## config.mk

```make
export PLATFORM = sky130hd
export DESIGN_NAME = cond_block_seq
export DESIGN_NICKNAME = d
export VERILOG_FILES = /design/src/rtl/cbs_pkg.sv /design/src/rtl/cbs_cond_eval.sv /design/src/rtl/cbs_slot_ctl.sv /design/src/rtl/cond_block_seq.sv
export SDC_FILE = /design/constraint.sdc
export NUM_CORES = 1
export LEC_CHECK = 0
export ABC_AREA = 1
export BUFFER_PORTS_ARGS = -buffer_cell sky130_fd_sc_hd__buf_2
export CAP_MARGIN = 20
export CORE_MARGIN = 2
export CORE_UTILIZATION = 50
export CTS_CLUSTER_SIZE = 28
export DETAILED_ROUTE_END_ITERATION = 12
export PLACE_DENSITY = 0.82
export SETUP_SLACK_MARGIN = 0.2
export SLEW_MARGIN = 30
export SYNTH_ARGS = -nofsm -noshare
export SYNTH_HDL_FRONTEND = slang
export SYNTH_SLANG_ARGS = --single-unit
export TNS_END_PERCENT = 50
```

## constraint.sdc

```tcl
create_clock -name clk -period 2.9 [get_ports clk]
set_input_delay 0 -clock clk [delete_from_list [all_inputs] [get_ports clk]]
set_output_delay 0 -clock clk [all_outputs]
set_load 0.05 [all_outputs]
```

## src/rtl/cbs_pkg.sv

```systemverilog
package cbs_pkg;

    localparam int CC_W   = 4;
    localparam int MASK_W = 4;

    typedef enum logic [CC_W-1:0] {
        CC_EQ = 4'd0,  CC_NE = 4'd1,  CC_CS = 4'd2,  CC_CC = 4'd3,
        CC_MI = 4'd4,  CC_PL = 4'd5,  CC_VS = 4'd6,  CC_VC = 4'd7,
        CC_HI = 4'd8,  CC_LS = 4'd9,  CC_GE = 4'd10, CC_LT = 4'd11,
        CC_GT = 4'd12, CC_LE = 4'd13, CC_AL = 4'd14, CC_NV = 4'd15
    } cc_e;

    typedef struct packed {
        logic n;
        logic z;
        logic c;
        logic v;
    } flags_t;

    typedef struct packed {
        logic [MASK_W-1:0] mask;
        logic [CC_W-1:0]   base;
        logic              first;
    } seq_st_t;

endpackage

```

## src/rtl/cbs_cond_eval.sv

```systemverilog
module cbs_cond_eval
    import cbs_pkg::*;
(
    input  cc_e    cc_i,
    input  flags_t fl_i,
    output logic   pass_o
);

    logic sign_ok;

    always_comb begin
        sign_ok = (fl_i.n == fl_i.v);
        unique case (cc_i)
            CC_EQ:   pass_o =  fl_i.z;
            CC_NE:   pass_o = !fl_i.z;
            CC_CS:   pass_o =  fl_i.c;
            CC_CC:   pass_o = !fl_i.c;
            CC_MI:   pass_o =  fl_i.n;
            CC_PL:   pass_o = !fl_i.n;
            CC_VS:   pass_o =  fl_i.v;
            CC_VC:   pass_o = !fl_i.v;
            CC_HI:   pass_o =  fl_i.c && !fl_i.z;
            CC_LS:   pass_o = !fl_i.c ||  fl_i.z;
            CC_GE:   pass_o =  sign_ok;
            CC_LT:   pass_o = !sign_ok;
            CC_GT:   pass_o = !fl_i.z &&  sign_ok;
            CC_LE:   pass_o =  fl_i.z || !sign_ok;
            CC_AL:   pass_o = 1'b1;
            default: pass_o = 1'b0;
        endcase
    end

endmodule

```

## src/rtl/cbs_slot_ctl.sv

```systemverilog
module cbs_slot_ctl
    import cbs_pkg::*;
(
    input  seq_st_t           st_i,
    output cc_e               eff_o,
    output logic [MASK_W-1:0] mask_nx_o
);

    localparam logic [MASK_W-1:0] SENTINEL = {1'b1, {(MASK_W-1){1'b0}}};

    logic [MASK_W-1:0] shifted;

    always_comb begin
        if (st_i.first) begin
            eff_o   = cc_e'(st_i.base);
            shifted = st_i.mask;
        end else begin
            eff_o   = cc_e'({st_i.base[CC_W-1:1], st_i.mask[MASK_W-1]});
            shifted = {st_i.mask[MASK_W-2:0], 1'b0};
        end
        mask_nx_o = (shifted == SENTINEL) ? '0 : shifted;
    end

endmodule

```

## src/rtl/cond_block_seq.sv

```systemverilog
module cond_block_seq
    import cbs_pkg::*;
#(
    parameter int INSTR_W = 16
) (
    input  logic               clk,
    input  logic               rst,
    input  logic               ld_i,
    input  logic [INSTR_W-1:0] instr_i,
    input  logic               adv_i,
    input  logic               flag_n_i,
    input  logic               flag_z_i,
    input  logic               flag_c_i,
    input  logic               flag_v_i,
    output logic               allow_o,
    output logic               in_blk_o,
    output logic [CC_W-1:0]    cond_o
);

    localparam int MASK_LO = 0;
    localparam int BASE_LO = MASK_LO + MASK_W;

    seq_st_t           st_d, st_q;
    cc_e               eff;
    logic [MASK_W-1:0] mask_nx;
    logic              pass;
    logic              active;
    flags_t            fl;

    assign fl     = '{n: flag_n_i, z: flag_z_i, c: flag_c_i, v: flag_v_i};
    assign active = |st_q.mask;

    cbs_slot_ctl u_slot (
        .st_i      (st_q),
        .eff_o     (eff),
        .mask_nx_o (mask_nx)
    );

    cbs_cond_eval u_eval (
        .cc_i   (eff),
        .fl_i   (fl),
        .pass_o (pass)
    );

    always_comb begin
        st_d = st_q;
        if (ld_i) begin
            if (instr_i[MASK_LO +: MASK_W] == '0) begin
                st_d = '0;
            end else begin
                st_d.mask  = instr_i[MASK_LO +: MASK_W];
                st_d.base  = instr_i[BASE_LO +: CC_W];
                st_d.first = 1'b1;
            end
        end else if (adv_i && active) begin
            st_d.mask  = mask_nx;
            st_d.first = 1'b0;
        end
    end

    always_ff @(posedge clk) begin
        if (rst) st_q <= '0;
        else     st_q <= st_d;
    end

    assign in_blk_o = active;
    assign cond_o   = active ? eff  : CC_AL;
    assign allow_o  = active ? pass : 1'b1;

endmodule

```

Word level (Yosys, flattened, before mapping). Cells that the tools add are included.

Logic and storage cells: 44. Register bits: 9. Output and inout port bits: 6.

Reduce and logical (&&, ||, !) cells: 14. Mux-type cells: 11. Equality and inequality tests: 16.

Operator list (number): == test 4 bit, second input constant (8); 2-to-1 mux 4 bit (5); == test 4 x 3 -> 1 bit, second input constant (4); one-hot mux 1 bit (15 select lines) (1); 2-to-1 mux 9 bit (1); == test 4 x 2 -> 1 bit, second input constant (2); logical NOT 4 bit (2); logical NOT 1 bit (5); == test 4 x 1 -> 1 bit, second input constant (1); 2-to-1 mux 1 bit (4); OR reduction 4 bit (1); logical AND 1 bit (3); logical OR 1 bit (2); nonzero test 2 bit (1); == test 1 bit (1).

Depth between registers and ports, before layout. Gate-level depths: netlist (run 1).

Word-level depth: 5. Depth in mapped cells: 9. Depth with buffers taken out: 9.

Hierarchy. A second synthesis (run 1) with hierarchy kept.

Cell total of the unflattened synthesis: 151. Area, all modules: 827.0 sq um.

By module, submodules not included: cond_block_seq (area each 504.2 sq um, cells an instance 74, instances 1); cbs_cond_eval (area each 229.0 sq um, cells an instance 55, instances 1); cbs_slot_ctl (area each 93.8 sq um, cells an instance 22, instances 1).

Worst setup path after synthesis (run 1). OpenSTA, ideal clock, no wires.

Path kind: register -> output. From: reg st_q[0] in the netlist's numbering. To: out allow_o. Data required time: 2.900 ns. Cell stages (with the launch flop): 8. Arrival time: 1.286 ns. Path buffers: 0. Setup slack: 1.614 ns. Cells stage by stage: dfxtp_1 > nand2_1 > nand3_1 > nor2_1 > nor2_1 > nand3_1 > nor2_1 > nand3_1.

Word-level cells in the longest chain between the ends: 4. Elaborated cells between the ends (all ways): 18. Classes of those cells: eq/ne (14); mux (3); reduce/logical (1).

RTL lines: start, declared (line cond_block_seq.sv:23) `seq_st_t st_d, st_q;`; start signal, assigned (line cond_block_seq.sv:63) `else st_q <= st_d;`; 2-to-1 mux 1 bit (*) (line cbs_slot_ctl.sv:14) `if (st_i.first) begin`; == test 4 bit (tied with other cells) (line cbs_cond_eval.sv:13) `unique case (cc_i)`; one-hot mux 1 bit (15 select lines) (*) (line cbs_cond_eval.sv:13); 2-to-1 mux 1 bit (*) (line cond_block_seq.sv:68) `assign allow_o = active ? pass : 1'b1;`; end, declared (line cond_block_seq.sv:15) `output logic allow_o,`.

Every way passes the cells marked *; elsewhere a longest branch is shown, timed or not.

Worst setup path after layout (run 1). Ends and elaborated chain as after synthesis.

==> impl_metrics.yaml, run 1 <==
run_status:
  outcome: "finished clean"
flow_run:
  cap_viol_max_count: 0
routing:
  route.detailed.drc: 0
  dr.pass1.iters: 4
  wl_met2_um: 794
  wire_per_inst_um: 10.3
  vias: 852
  via_per_inst: 5.20
  antenna_left: 0
  wl_met3_um: 71
  wirelength_mm: 1.69
  dr.max_layer_used: "met3"
  m1WireLength_um: 823
  drt_iter0_drc: 30
setup_path:
  reg2reg_slack_ns: 1.74
  start_kind: "flip-flop"
  crit_fanout: 8
  crit_type: "flip-flop to output port"
  r2r_end: "st_q[8]"
  reg2regPathDepth: 7
  cp.required_ns: 2.90
  crit_path_end_kind: "output port"
  r2r-start: "st_q[8]"
  crit_arrival_ns: 1.60
sta:
  fmax_ghz: 0.625
  rsz0062_at_grt: "false"
  worst_slack_ns: 1.30
  period_share_pct: 55.2
  final.min_clock_period_ns: 1.60
  slew_headroom_pct: 81.7
  setup_tns_ns: 0
  drv_slew: 0
  setup_viol: 0
  tightest_slew_ns: 0.273
  hold_viol: 0
  skew_ns: 0.00624
final_layout:
  area_growth_pct: 21.1
  final_common_cell: "nand2_1"
  post_route_cells_drive_above_1_share_pct: 22.1
  final_util_pct: 66.5
  diodes: 0
  fin_nets: 174
  layout_common_cells: "37 x nand2_1, 21 x buf_2, 18 x nand3_1"
floorplanning:
  start_util_pct: 54.9
  die_h_um: 42.5
  io_pins: 30
  dieArea_mm2: 0.00181
  die_w_um: 42.5
  rows: 13
  coreArea_mm2: 0.00135
placed_design:
  dp_slack_ns: 1.59
  gp_congestion: 0.823
  dp_hpwl_mm: 1.33
  io_buffers: 21
power_and_ir_drop:
  power.switching_w: 0.000163
  p_clk_share_pct: 25.1
  p_leak_nw: 0.449
  p_sw_share_pct: 41.5
  intPower_w: 0.000230
  peakVddDrop_v: 0.000306
  power_density_mw_per_mm2: 439
  p_seq_share_pct: 35.8
  combPwrFrac_pct: 39.0
logic_synthesis:
  synth_nets: 149
  synth.distinct_cells: 20
  avgSynthCellArea_um2: 5.93
  ys_ff_latch: 9
  synthMuxAreaShare_pct: 0
  yosys.area_share.adder_pct: 0
  synth_top_family_by_area: "simple AND/OR/NAND/NOR gates"
  synth.cell_area_um2: 741
  yosysSeqAreaShare_pct: 24.3
  ys_top_cells_by_area: "dfxtp_1 24%, nand2_1 19%, nand3_1 12%"
  yosys.area_share.simple_pct: 51.9
  synth_compound_area_share_pct: 13.9
  synthXorXnorAreaFrac_pct: 0
  syn_inst: 125
  synth_top_area_share_pct: 24.3
  yosys_warnings: 0
  yosys.area.top_type: "dfxtp_1"
global_routing:
  grt_max_degree: 14
  grt_first_pass_wirelength_mm: 2.97
  grt-ovfl-total: 0
  grt_pass1_vias: 717
  grt.total_usage_pct: 20.8
  antenna_found_initial: 0
clock_network:
  clk_pin_slew_ns: 0.07
  post_cts_buffers: 0
  cts_max_path_buffers: 2
  worstSkewPairLatency_ns: 0.26
  cts_tree: "done"
  numCtsBuffers: 3
  cts.htree.levels: 1
  root_buffer: "clkbuf_4"
  cts-resized-gates: 0
  cts.sinks: 9
hold_path:
  min_path_cells: 3
  min_from: "instr_i[6]"
  hold_end: "st_q[3]"
  hold_path.class: "input port to flip-flop"
## final cells by class
type                       count  area, µm²
clock buffer                   4       26.3
multi-input combinational     97        487
inverter                      16       60.1
tap                           15       18.8
fill                         137        453
sequential                     9        180
timing repair buffer          23        125
## power groups by stage
stage               combinational (W)  sequential [W]  clock (W)
global route                 0.000169        0.000142   0.000106
global placement             0.000148        0.000143          0
detailed placement           0.000152        0.000144          0
CTS                          0.000154        0.000141   0.000102
floorplan                    0.000117        0.000141          0
finish                       0.000154        0.000141  0.0000988
## cells in the mapped netlist (all sizes together)
| library cell | instances |
|---|---|
| nand2 | 41 |
| nand3 | 19 |
| inv | 16 |
| nor2 | 14 |
| a21oi | 12 |
| dfxtp | 9 |
| nand4 | 4 |
| o21ai | 4 |
| buf | 3 |
| a211oi | 1 |
| nand3b | 1 |
| o211ai | 1 |
## per-layer routing
layer	track usage, %	vias up
met3	1.29	0
met4	7.50	0
met1	30.1	374
met2	32.3	19
met5	0	-
li1	-	459
## kinds of logic after synthesis
kind of cell | Yosys count
buffers and inverters | 19
AO/OA/AOI/OAI | 18
flip-flops | 9
AND/OR/NAND/NOR | 79
## worst max-delay path by stage
stage | from | end | slack (ns) | cells past startpoint
3_3_place_gp | st_q[0] | allow_o | 1.61 | 9
2_1_floorplan | st_q[0] | allow_o | 1.61 | 7
3_5_place_dp | st_q[0] | allow_o | 1.59 | 9
5_1_grt | st_q[0] | allow_o | 1.10 | 9
6_report | st_q[0] | allow_o | 1.30 | 9
4_1_cts | st_q[0] | allow_o | 1.29 | 9
## stage by stage
| step | std cells | total power [W] | cell area [µm²] | hold slack, ns |
|---|---|---|---|---|
| floorplan | 125 | 0.000258 | 741 | 0.148 |
| CTS | 164 | 0.000397 | 897 | 0.00142 |
| finish | 164 | 0.000393 | 897 | 0.00660 |
| global placement | 158 | 0.000292 | 851 | 0.269 |
| detailed placement | 158 | 0.000295 | 851 | 0.275 |
| global route | 164 | 0.000418 | 897 | 0.0151 |
## timing repair
action | 4_1_cts | 5_1_grt
endpoints found under the hold margin | 2 | 0
hold buffers | 2 | 0
setup endpoints to repair | 0 | 0
## worst max-delay path, stage by stage (launching register included)
cell and delay [ns]:
dfxtp_1 0.39, inv_2 0.11, nand2_4 0.10, nand2_4 0.07
nor2_1 0.14, nand4_1 0.09, nand2_1 0.07, nor2_1 0.04
nand3_1 0.05, buf_2 0.26
Note: power is estimated with default switching activity, not from simulation.
==> run 2, diff against run 1 <==
CORE_UTILIZATION = 42   (was 50)
PLACE_DENSITY = 0.74   (was 0.82)
clock period = 1.3 ns   (was 2.9 ns; I/O delays follow)
==> impl_metrics.yaml, run 2 (synthesis results as in run 1) <==
setup_path:
  crit_path_end_kind: "output port"
  reg2regPathDepth: 7
  start_kind: "flip-flop"
  r2r-start: "st_q[5]"
  crit_top_cell: "nor2_1"
  path_delay_family: "simple AND/OR/NAND/NOR gates"
  crit_arrival_ns: 1.40
  r2r_end: "st_q[5]"
  crit_path_top_delay_cell: "dfxtp_2"
  timing.critical_path.cells: "buf_4 > nand2_1 > nand3_1 > nor2_1 > nor2_1 > nand3_1 > nor2_1 > nand3_2 > buf_6"
  cp.required_ns: 1.30
  crit_type: "flip-flop to output port"
  slowest_delay_ns: 0.35
  crit_fanout: 3
  worst-path-buf-inv: 2
  reg2reg_slack_ns: 0.14
placed_design:
  io_buffers: 21
  gp_congestion: 0.805
  place_area_um2: 897
  post-place-cells: 165
  dp_hpwl_mm: 1.30
routing:
  via_per_inst: 5.15
  wirelength_mm: 1.84
  vias: 907
  drt_iter0_drc: 15
  dr.pass1.iters: 4
  wire_per_inst_um: 10.4
  antenna_left: 0
  route.detailed.drc: 0
hold_path:
  hold_end: "st_q[5]"
  hold_path.class: "input port to flip-flop"
  min_path_cells: 2
  min_from: "rst"
sta:
  skew_ns: 0.00225
  hold_viol: 0
  slew_headroom_pct: 84.0
  setup_tns_ns: -0.101
  setup_viol: 1
  fmax_ghz: 0.714
  tightest_slew_ns: 0.240
  drv_slew: 0
  final.min_clock_period_ns: 1.40
  worst_slack_ns: -0.101
  period_share_pct: 108
  rsz0062_at_grt: "true"
floorplanning:
  die_h_um: 46.0
  die_w_um: 46.0
  start_util_pct: 43.9
  io_pins: 30
  coreArea_mm2: 0.00169
  dieArea_mm2: 0.00212
  rows: 15
power_and_ir_drop:
  p_clk_share_pct: 22.4
  power.switching_w: 0.000384
  p_seq_share_pct: 33.0
  p_leak_nw: 0.520
  intPower_w: 0.000582
  combPwrFrac_pct: 44.6
  p_sw_share_pct: 39.8
  power_density_mw_per_mm2: 896
  peakVddDrop_v: 0.000716
final_layout:
  final_area_mm2: 0.00108
  layoutNonFillerInstCount: 176
  post_route_cells_drive_above_1_share_pct: 38.4
  area_growth_pct: 45.6
  diodes: 0
  final_common_cell: "nand2_1"
  layout_common_cells: "34 x nand2_1, 16 x nand3_1, 15 x buf_2"
  multi_input_area_um2: 527
  final_util_pct: 63.9
  fin_nets: 184
  regArea_um2: 195
  fillCellCount: 164
clock_network:
  cts.htree.levels: 1
  cts.sinks: 9
  root_buffer: "clkbuf_4"
  numCtsBuffers: 3
  cts_max_path_buffers: 2
  clk_pin_slew_ns: 0.06
  cts_tree: "done"
  worstSkewPairLatency_ns: 0.26
global_routing:
  grt_max_degree: 14
  grt_first_pass_wirelength_mm: 2.96
  grt_pass1_vias: 761
  grt.total_usage_pct: 19.1
  grt-ovfl-total: 0
  antenna_found_initial: 0
run_status:
  outcome: "complete, but fails checks"
  violations: "setup timing"
flow_run:
  cap_viol_max_count: 0
run 2: cell count changes in the layout (fill, tap and decap cells not counted), sizes merged:
cell / change
buf: +6
dlygate4sd3: +3
clkbuf: +1
run 2: worst max path at each step:
stage,cells past startpoint,from,end,slack (ns)
after detailed placement,9,st_q[0],allow_o,0.04
after floorplan,7,st_q[5],st_q[8],0.11
after global placement,9,st_q[0],allow_o,0.04
final,9,st_q[0],allow_o,-0.10
after CTS,9,st_q[0],allow_o,-0.12
after global routing,10,st_q[0],allow_o,-0.25
run 2: worst reg2reg max path: stages, from the launching register on:
cell and delay (ns):
dfxtp_4 0.36, nor2_4 0.13, nand3_4 0.14, nand2_4 0.10, nand2_4 0.07, o21ai_2 0.08
nand2_1 0.09, a21oi_2 0.12
run 2: per-stage QoR:
step / setup slack [ns] / total power [W] / hold WS (ns)
6_report: -0.101 / 0.000966 / 0.0112
5_1_grt: -0.248 / 0.00103 / 0.0289
4_1_cts: -0.122 / 0.000963 / 0.000380
3_5_place_dp: 0.0391 / 0.000673 / 0.266
3_3_place_gp: 0.0446 / 0.000669 / 0.265
2_1_floorplan: 0.111 / 0.000580 / 0.141
run 2: per-layer routing:
metal / wire [µm] / track usage, % / up-vias
met5: 0 / 0 / -
met4: 22 / 10.3 / 0
li1: - / - / 477
met1: 836 / 24.2 / 404
met2: 921 / 31.9 / 22
met3: 58 / 1.19 / 4
run 2: cell type report:
type,instances,area share [%]
multi-input cells,97,48.8
clock buffers,4,2.44
well taps,17,1.97
repair buffers,33,23.1
inverters,16,5.57
flip-flops and latches,9,18.1
run 2: power groups by stage:
stage                     combinational [W]  clock [W]  sequential (W)
after detailed placement           0.000353          0        0.000321
after global routing               0.000469   0.000235        0.000323
after CTS                          0.000417   0.000227        0.000319
after floorplan                    0.000264          0        0.000315
after global placement             0.000349          0        0.000320
final                              0.000430   0.000217        0.000319
run 2: timing repair:
item,CTS,global route
setup buffers,2,0
pin swaps,7,8
hold endpoints to repair,5,0
endpoints found under the setup margin,10,10
hold buffers,5,0
gates resized for setup,24,10
==> run 3, diff against run 2 <==
GPL_TIMING_DRIVEN = 0   (was default)
==> impl_metrics.yaml, run 3 (synthesis results as in run 1) <==
setup_path:
  timing.critical_path.cells: "buf_4 > inv_1 > nand4_1 > nand3_1 > nand2_1 > nand2_1 > inv_1 > nand3_2 > buf_6"
  crit_path_end_kind: "output port"
  crit_fanout: 8
  start_kind: "flip-flop"
  crit_type: "flip-flop to output port"
  crit_arrival_ns: 1.42
  slowest_delay_ns: 0.29
  reg2regPathDepth: 7
  crit_path_top_delay_cell: "dfxtp_1"
  cp.required_ns: 1.30
final_layout:
  area_growth_pct: 41.2
  layout_common_cells: "34 x nand2_1, 16 x nand3_1, 16 x buf_2"
  multi_input_area_um2: 534
  final_area_mm2: 0.00105
  fin_nets: 181
  final_util_pct: 61.9
  diodes: 0
  final_common_cell: "nand2_1"
  fillCellCount: 160
  regArea_um2: 199
  post_route_cells_drive_above_1_share_pct: 38.5
floorplanning:
  rows: 15
  die_h_um: 46.0
  coreArea_mm2: 0.00169
  io_pins: 30
  dieArea_mm2: 0.00212
  start_util_pct: 43.9
  die_w_um: 46.0
sta:
  fmax_ghz: 0.704
  setup_tns_ns: -0.120
  drv_slew: 0
  rsz0062_at_grt: "true"
  slew_headroom_pct: 69.8
  period_share_pct: 109
  hold_viol: 1
  final.min_clock_period_ns: 1.42
  setup_viol: 1
  worst_slack_ns: -0.120
  tightest_slew_ns: 0.453
  skew_ns: 0.0121
  hold_ws_ns: -0.000531
clock_network:
  clk_pin_slew_ns: 0.06
  cts_max_path_buffers: 2
  numCtsBuffers: 3
  cts_tree: "done"
  cts.htree.levels: 1
  root_buffer: "clkbuf_4"
  worstSkewPairLatency_ns: 0.27
  cts.sinks: 9
routing:
  dr.pass1.iters: 4
  drt_iter0_drc: 13
  vias: 919
  wire_per_inst_um: 10.8
  dr.max_layer_used: "met4"
  wl_met2_um: 968
  route.detailed.drc: 0
  m1WireLength_um: 776
  antenna_left: 0
  via_per_inst: 5.31
  wirelength_mm: 1.87
  wl_met3_um: 86
placed_design:
  gp_congestion: 0.825
  place_area_um2: 868
  dp_hpwl_mm: 1.31
  io_buffers: 20
  dp_slack_ns: -0.0273
global_routing:
  grt_first_pass_wirelength_mm: 2.83
  grt_max_degree: 11
  grt-ovfl-total: 0
  antenna_found_initial: 0
  grt_pass1_vias: 746
  grt.total_usage_pct: 18.4
hold_path:
  min_path_cells: 3
  hold_path.class: "input port to flip-flop"
flow_run:
  cap_viol_max_count: 0
power_and_ir_drop:
  p_leak_nw: 0.505
  power_density_mw_per_mm2: 931
  peakVddDrop_v: 0.000787
run_status:
  violations: "hold timing, setup timing"
  outcome: "complete, but fails checks"
-- run 3: cell count changes in the layout (fill, tap and decap cells not counted), moves of 2 or more --
cell           change
dlygate4sd3_1      -4
dfxtp_4            +2
nor2_2             +3
inv_2              -2
a21oi_2            -2
buf_6              -2
a21oi_1            +2
buf_4              +2
nor2_1             -3
dfxtp_2            -3
-- run 3: metrics by stage --
step                power [W]  std cells  hold WS [ns]
floorplan            0.000580        125         0.141
global placement     0.000658        162         0.265
detailed placement   0.000663        162         0.267
CTS                  0.000940        169       0.00142
global route          0.00102        173        0.0162
finish               0.000973        173     -0.000531
-- run 3: final timing paths --
check | slack [ns] | startpoint | end
max | -0.12 | st_q[2] | allow_o
max reg2reg | 0.12 | st_q[5] | st_q[8]
min | -0.0005 | instr_i[4] | st_q[1]
min reg2reg | 0.47 | flip-flop | flip-flop
-- run 3: repair_timing --
action / 4_1_cts / 5_1_grt
endpoints found under the hold margin: 1 / 0
endpoints found under the setup margin: 10 / 11
pin swaps: 8 / 8
gates resized for setup: 24 / 11
hold buffers: 1 / 0
setup buffers: 2 / 4
-- run 3: worst max-delay path: cells and delay by family, from the launching register on --
kind / cells / cell delay, ns
buffers and inverters: 4 / 0.48
flip-flops: 1 / 0.29
AND/OR/NAND/NOR: 5 / 0.39
-- run 3: cell type report --
type | instances | area share (%)
tap | 17 | 2.03
buffer | 3 | 1.56
sequential | 9 | 19.0
inverter | 16 | 5.98
timing repair buffer | 27 | 17.8
clock buffer | 4 | 2.51
multi-input combinational | 97 | 51.1
-- run 3: power breakdown --
part	internal (W)	leakage [nW]	switching, W
combinational	0.000162	0.412	0.000270
sequential	0.000293	0.0779	0.0000210
clock	0.000119	0.0150	0.000110
-- run 3: metal layers --
metal / global-route usage (%) / vias to the layer above
li1: - / 474
met1: 21.7 / 406
met2: 33.1 / 34
met3: 1.19 / 5
met4: 8.57 / 0
met5: 0 / -
